### src/rtl/rx_page_writer.sv
module rx_page_writer #(
  parameter int PAGE_W = 3,
  parameter int RAM_AW = 11
) (
  input  logic              clk,
  input  logic              rst_n,
  input  logic              in_valid,
  input  logic              in_sop,
  input  logic              in_eop,
  input  logic [7:0]        in_data,
  input  logic              cfg_long_en,
  input  logic              irq_mask,
  input  logic              cmd_en,
  input  logic [PAGE_W-1:0] cmd_page,
  output logic              ram_we,
  output logic [RAM_AW-1:0] ram_addr,
  output logic [7:0]        ram_wdata,
  output logic              ri_flag,
  output logic              rx_irq
);
  localparam int FW = PAGE_W + 9;

  typedef enum logic [2:0] {S_IDLE, S_DID, S_CNT1, S_CNT2, S_DATA, S_DROP} st_t;

  st_t               st, nxt;
  logic [PAGE_W-1:0] page_q, pkt_page, sel_page;
  logic              pkt_cfg, sel_cfg, long_pkt, lp_n;
  logic [8:0]        ptr, ptr_n, off, last_off;
  logic              wr, fin;
  logic [FW-1:0]     full;

  assign last_off = long_pkt ? 9'd511 : 9'd255;
  assign sel_page = (st == S_IDLE) ? page_q : pkt_page;
  assign sel_cfg  = (st == S_IDLE) ? cfg_long_en : pkt_cfg;
  assign full     = sel_cfg ? {sel_page, off} : {1'b0, sel_page, off[7:0]};
  assign rx_irq   = ri_flag & irq_mask;

  always_comb begin
    nxt   = st;
    wr    = 1'b0;
    off   = '0;
    fin   = 1'b0;
    ptr_n = ptr;
    lp_n  = long_pkt;
    if (in_valid) begin
      case (st)
        S_IDLE: if (in_sop) begin
          if (ri_flag || in_eop) nxt = in_eop ? S_IDLE : S_DROP;
          else begin wr = 1'b1; off = 9'd0; nxt = S_DID; end
        end
        S_DID: begin
          wr = 1'b1; off = 9'd1;
          nxt = in_eop ? S_IDLE : S_CNT1;
        end
        S_CNT1: begin
          if (in_eop) nxt = S_IDLE;
          else if (in_data == 8'd0) begin
            if (pkt_cfg) begin wr = 1'b1; off = 9'd2; nxt = S_CNT2; end
            else nxt = S_DROP;
          end else if (in_data < 8'd3) nxt = S_DROP;
          else begin
            wr = 1'b1; off = 9'd2; lp_n = 1'b0;
            ptr_n = {1'b0, in_data}; nxt = S_DATA;
          end
        end
        S_CNT2: begin
          if (in_eop) nxt = S_IDLE;
          else if (in_data < 8'd4) nxt = S_DROP;
          else begin
            wr = 1'b1; off = 9'd3; lp_n = 1'b1;
            ptr_n = {1'b0, in_data}; nxt = S_DATA;
          end
        end
        S_DATA: begin
          wr = 1'b1; off = ptr;
          if (ptr == last_off) begin
            if (in_eop) begin fin = 1'b1; nxt = S_IDLE; end
            else nxt = S_DROP;
          end else begin
            ptr_n = ptr + 9'd1;
            if (in_eop) nxt = S_IDLE;
          end
        end
        S_DROP: if (in_eop) nxt = S_IDLE;
        default: nxt = S_IDLE;
      endcase
    end
  end

  always_ff @(posedge clk) begin
    if (!rst_n) begin
      st       <= S_IDLE;
      page_q   <= '0;
      pkt_page <= '0;
      pkt_cfg  <= 1'b0;
      long_pkt <= 1'b0;
      ptr      <= '0;
      ri_flag  <= 1'b1;
      ram_we   <= 1'b0;
      ram_addr <= '0;
      ram_wdata <= '0;
    end else begin
      st       <= nxt;
      ptr      <= ptr_n;
      long_pkt <= lp_n;
      if (st == S_IDLE && in_valid && in_sop) begin
        pkt_page <= page_q;
        pkt_cfg  <= cfg_long_en;
      end
      if (cmd_en) page_q <= cmd_page;
      if (fin) ri_flag <= 1'b1;
      else if (cmd_en) ri_flag <= 1'b0;
      ram_we    <= wr;
      ram_addr  <= RAM_AW'(full);
      ram_wdata <= in_data;
    end
  end
endmodule


### config.mk
export PLATFORM = sky130hd
export DESIGN_NAME = rx_page_writer
export DESIGN_NICKNAME = d
export VERILOG_FILES = /design/src/rtl/rx_page_writer.sv
export SDC_FILE = /design/constraint.sdc
export NUM_CORES = 1
export LEC_CHECK = 0
export BUFFER_PORTS_ARGS = -buffer_cell sky130_fd_sc_hd__buf_2
export CORE_MARGIN = 1.5
export CORE_UTILIZATION = 52
export DETAILED_ROUTE_END_ITERATION = 12
export PLACE_DENSITY = 0.77
export SYNTH_ARGS = -nofsm -noshare
export SYNTH_HDL_FRONTEND = slang
export SYNTH_SLANG_ARGS = --single-unit
### constraint.sdc
create_clock -name clk -period 2.62 [get_ports clk]
set_input_delay 0.786 -clock clk [delete_from_list [all_inputs] [get_ports clk]]
set_output_delay 0.786 -clock clk [all_outputs]
set_load 0.005 [all_outputs]
======== Word-level counts from Yosys, hierarchy flattened ========
Index checks and enable logic that the tools add are counted.
word-level totals
  register bits after elaboration ......... 41
  input bits .............................. 19
operators by class
  add/sub/neg operators ................... 1
  order comparisons ....................... 2
  equality and inequality tests ........... 13
  muxes and demuxes ....................... 51
  bitwise operators ....................... 2
  reduce and logical (&&, ||, !) cells .... 13
operator list
  kind                                                 number
  two-way mux 9 bit                                    10
  case mux 9 bit (4 select lines)                      1
  two-way mux 3 bit                                    10
  case mux 9 bit (3 select lines)                      1
  two-way mux 1 bit                                    20
  case mux 3 bit (6 select lines)                      1
  inequality test 2 bit, second input constant         7
  two-way mux 11 bit                                   1
  two-way mux 2 bit                                    5
  adder 9 x 1 -> 9 bit, second input constant          1
  equality test 9 bit                                  1
  zero test 8 bit                                      1
  < comparator 8 x 2 -> 1 bit, second input constant   1
  < comparator 8 x 3 -> 1 bit, second input constant   1
  AND reduction 8 bit                                  1
  AND reduction 7 bit                                  1
  equality test 3 x 2 -> 1 bit, second input constant  2
  equality test 3 bit, second input constant           2
  case mux 1 bit (4 select lines)                      1
  AND reduction 2 bit                                  2
  OR reduction 2 bit                                   2
  equality test 3 x 1 -> 1 bit, second input constant  1
  zero test 3 bit                                      1
  nonzero test 3 bit                                   1
  other kinds (6)                                      7

======== Longest topological paths before layout ========
  depth in word-level cells ............... 7
  mapped depth ............................ 8
  mapped depth without buffers ............ 6

======== Least setup slack after synthesis ========
Ideal clock, no wire load.
  path kind ............................... input-to-reg
  start ................................... input in_data[3]
  end ..................................... register ptr[3]
  library setup time ...................... 0.117 ns
  arrival time ............................ 2.074 ns
  data required time ...................... 2.503 ns
  path slack .............................. 0.429 ns
  stages on the path ...................... 5
  path buffers ............................ 1
  cells stage by stage .................... or4_1 -> nor3_4 -> a211oi_2 -> buf_6 -> a32o_1
on the way
  word-level cells in the longest chain between the ends .. 4
  elaborated cells between the ends (all ways) .. 13
  classes of those cells .................. order compare (2); eq/ne (3); mux (6); reduce/logical (2)
RTL lines
  element                                                                              RTL line  source
  start, declared                                                                      10        input logic [7:0] in_data,
  parallel branches: the longest is 4 deep, another holds < comparator 8 x 3 -> 1 bit  -
  end signal, assigned                                                                 104       ptr <= ptr_n;
  end, declared                                                                        28        logic [8:0] ptr, ptr_n, off, last_off;
Parallel ways; which one is timed is not known. The select of a mux whose other input is x is not followed.
A chain may end at the register's enable or synchronous reset.

======== Worst setup path in the final report ========
  start ................................... input in_eop
  end ..................................... register ptr[3]
on the way
  word-level cells in the longest chain between the ends .. 2
  elaborated cells between the ends (all ways) .. 3
  classes of those cells .................. eq/ne (2); reduce/logical (1)
RTL lines
  element                          RTL line  source
  start, declared                  9         input logic in_eop,
  inequality test 2 bit (no line)  -
  AND reduction 8 bit (no line) *  -
Mark *: on every way between the ends. The rest lies on a longest branch, timed or not.

==> flow_summary.toml <==
[sta]
rsz0062_at_grt = "false"
finalMaxSlewViolations = 0
slew_headroom = 0.4417
min_period_ps = 2408
finClkSkew_ps = 8.445
fmax_ghz = 0.4153
finalSetupViolations = 0
final_hold_viol_count = 0
worst_pin_slew_ps = 835.9
setup_slack_ps = 211.9
period_share = 0.9191

[cells_and_area]
multi_input_area_mm2 = 0.001035
fin_area_mm2 = 0.002328
final_core_util = 0.6408
synthToLayoutAreaGrowth_pct = 19.99
num-fill-cells = 325
final_cells = 312
drive_gt1_frac = 0.2652
antenna_cells = 0
seqCellArea_um2 = 820.8
final_nets = 284

[drt]
drc_errors = 0
ant_nets = 0
vias_per_cell = 5.567
wl_per_cell_um = 12.74
dr.pass1.iters = 4
drtIter0Drc = 117
vias = 1737
finalWirelength_um = 3974

[logic_synthesis]
ys_top_cells_by_count = "dfxtp_1 (41), nor2_1 (24), nand2_1 (20)"
synth.most_common_cell = "dfxtp_1"
ys_ff_latch = 41
ys_seq_area_frac = 0.4230
synth_top_area_frac = 0.4230
ys_async_sr_fraction = 0
synth_edf_count = 0
syn-instance-count = 216
yosys_warnings = 0
synth_nets = 236
ys.flop_type = "dfxtp_1"
syn_area_mm2 = 0.001941
synthTopCellsByArea = "dfxtp_1 (42%), mux2i_1 (6.2%), and2_1 (5.5%)"
syn_area_per_cell_um2 = 8.984
synth_top_area_cell = "dfxtp_1"
ys_types = 50

[die]
initial_core_util = 0.5341
die_area_mm2 = 0.004108
pin_count = 41
coreArea_mm2 = 0.003633
row_count = 22
die_w_um = 64.09
fp.dieH_um = 64.09

[pwr]
p_sw_mw = 0.2884
seq_power_share = 0.517
combPwrFrac = 0.109
powerDensity_mw_per_mm2 = 547.2
p_int_mw = 0.9857
peakVddDrop_mv = 0.3910
pwr-share-clk = 0.374
report.power.total_mw = 1.274
power_leakage_nw = 0.9631
swShare = 0.2263

[grt]
grt_overflow_total = 0
grt_use_total = 0.2106
grt_pass1_wl_um = 6844
grt_max_degree = 24
antenna_found_initial = 0
grt_pass1_vias = 1530

[placement]
dp.cells = 305
pre_cts_ws_ps = -61.67
io_buffers = 40
routabilityCongestion = 0.8700
post-dp-hpwl_um = 2940
placed_area_mm2 = 0.002225

[worst_setup_path]
crit_path_max_fanout = 14
required_ps = 2800
startpoint_type = "primary input"
crit_start = "in_eop"
cp-end-kind = "flop"
r2r-start = "st[2]$_SDFFE_PN0P_"
path_class = "in -> reg"
arrival_ps = 2590

[clock_network]
tritoncts = "done"
hold_buffers = 0
cts_buffers = 5
clockBufferDepth = 2
cts.clk_slew.worst_paths_ps = 70
post_cts_buffers = 0
cts_resized = 0
cts_sinks = 41
worstSkewPairLatency_ps = 290
ctsRootBufferMaster = "clkbuf_8"
cts.htree.levels = 2

[hold_path]
hold_class = "reg -> reg"
min_from = "ptr[8]$_SDFFE_PN0P_"

[flow_run]
max-cap-violations = 0

[status]
status = "complete, no violations"
-- final cells by class --
class,count,share of cell area
clock inverter,2,0.01505
timing repair buffer,53,0.1279
multi-input combinational,160,0.4444
tap,48,0.02579
sequential,41,0.3525
inverter,3,0.004836
clock buffer,5,0.02955
-- stage by stage --
| step | TNS [ps] | hold slack, ps |
|---|---|---|
| final | 0 | 477.9 |
| after global routing | 0 | 514.0 |
| after CTS | 0 | 483.1 |
| after detailed placement | -61.67 | 472.7 |
| after global placement | -7.811 | 466.5 |
| after floorplan | 0 | 454.3 |
-- cell usage in the layout, fill, tap and decap left out, types with 5 or more instances in the layout --
cell and instances:
buf_2 40, mux2i_1 12, clkbuf_8 5, nand3_1 9, a21oi_1 9, buf_4 13
dfxtp_1 41, nand2_1 20, and2_1 17, nor2_1 24, o21ai_0 8
-- registers in the layout, indices dropped and copies added (netlist names) --
| signal | flops |
|---|---|
| ram_addr | 11 |
| st | 3 |
| ram_wdata | 8 |
| pkt_cfg | 1 |
| ram_we | 1 |
| pkt_page | 3 |
| long_pkt | 1 |
| ri_flag | 1 |
| ptr | 9 |
| page_q | 3 |
-- kinds of logic after synthesis --
kind of cell             count (synthesis)  synth area share
AND/OR/NAND/NOR                         99            0.2824
AO/OA/AOI/OAI                           41            0.1483
flip-flops                              41            0.4230
buffers and inverters                   15           0.04384
multiplexers                            14           0.07350
XOR/XNOR                                 5           0.02257
adder cells (fa/ha/maj)                  1          0.006446
-- power groups by stage --
stage / clock network, mW / registers, mW / logic [mW]
after floorplan: 0 / 0.670 / 0.0833
after global placement: 0 / 0.672 / 0.137
after detailed placement: 0 / 0.673 / 0.139
after CTS: 0.487 / 0.658 / 0.139
after global routing: 0.511 / 0.661 / 0.155
final: 0.477 / 0.658 / 0.139
-- per-layer routing --
layer | vias up | share of wire | global-route usage
met3 | 8 | 0.063 | 0.04754
li1 | 865 | - | -
met5 | - | 0 | 0
met4 | 0 | 0.018 | 0.06915
met1 | 801 | 0.47 | 0.2935
met2 | 63 | 0.45 | 0.3229
-- final timing paths --
check,endpoint,slack [ps],cells after the start
worst min-delay path,ptr[8]$_SDFFE_PN0P_,480,2
worst max-delay path,ptr[3]$_SDFFE_PN0P_,210,6
worst min register to register,ptr[8]$_SDFFE_PN0P_,480,2
worst max register to register,ptr[3]$_SDFFE_PN0P_,330,5
-- worst max-delay path, cell delays in order --
cell,delay (ps)
buf_2,100
nor3b_1,360
o21ai_1,160
a211oi_2,680
o211ai_1,190
a32o_1,310
Note: power is estimated with default switching activity, not from simulation.
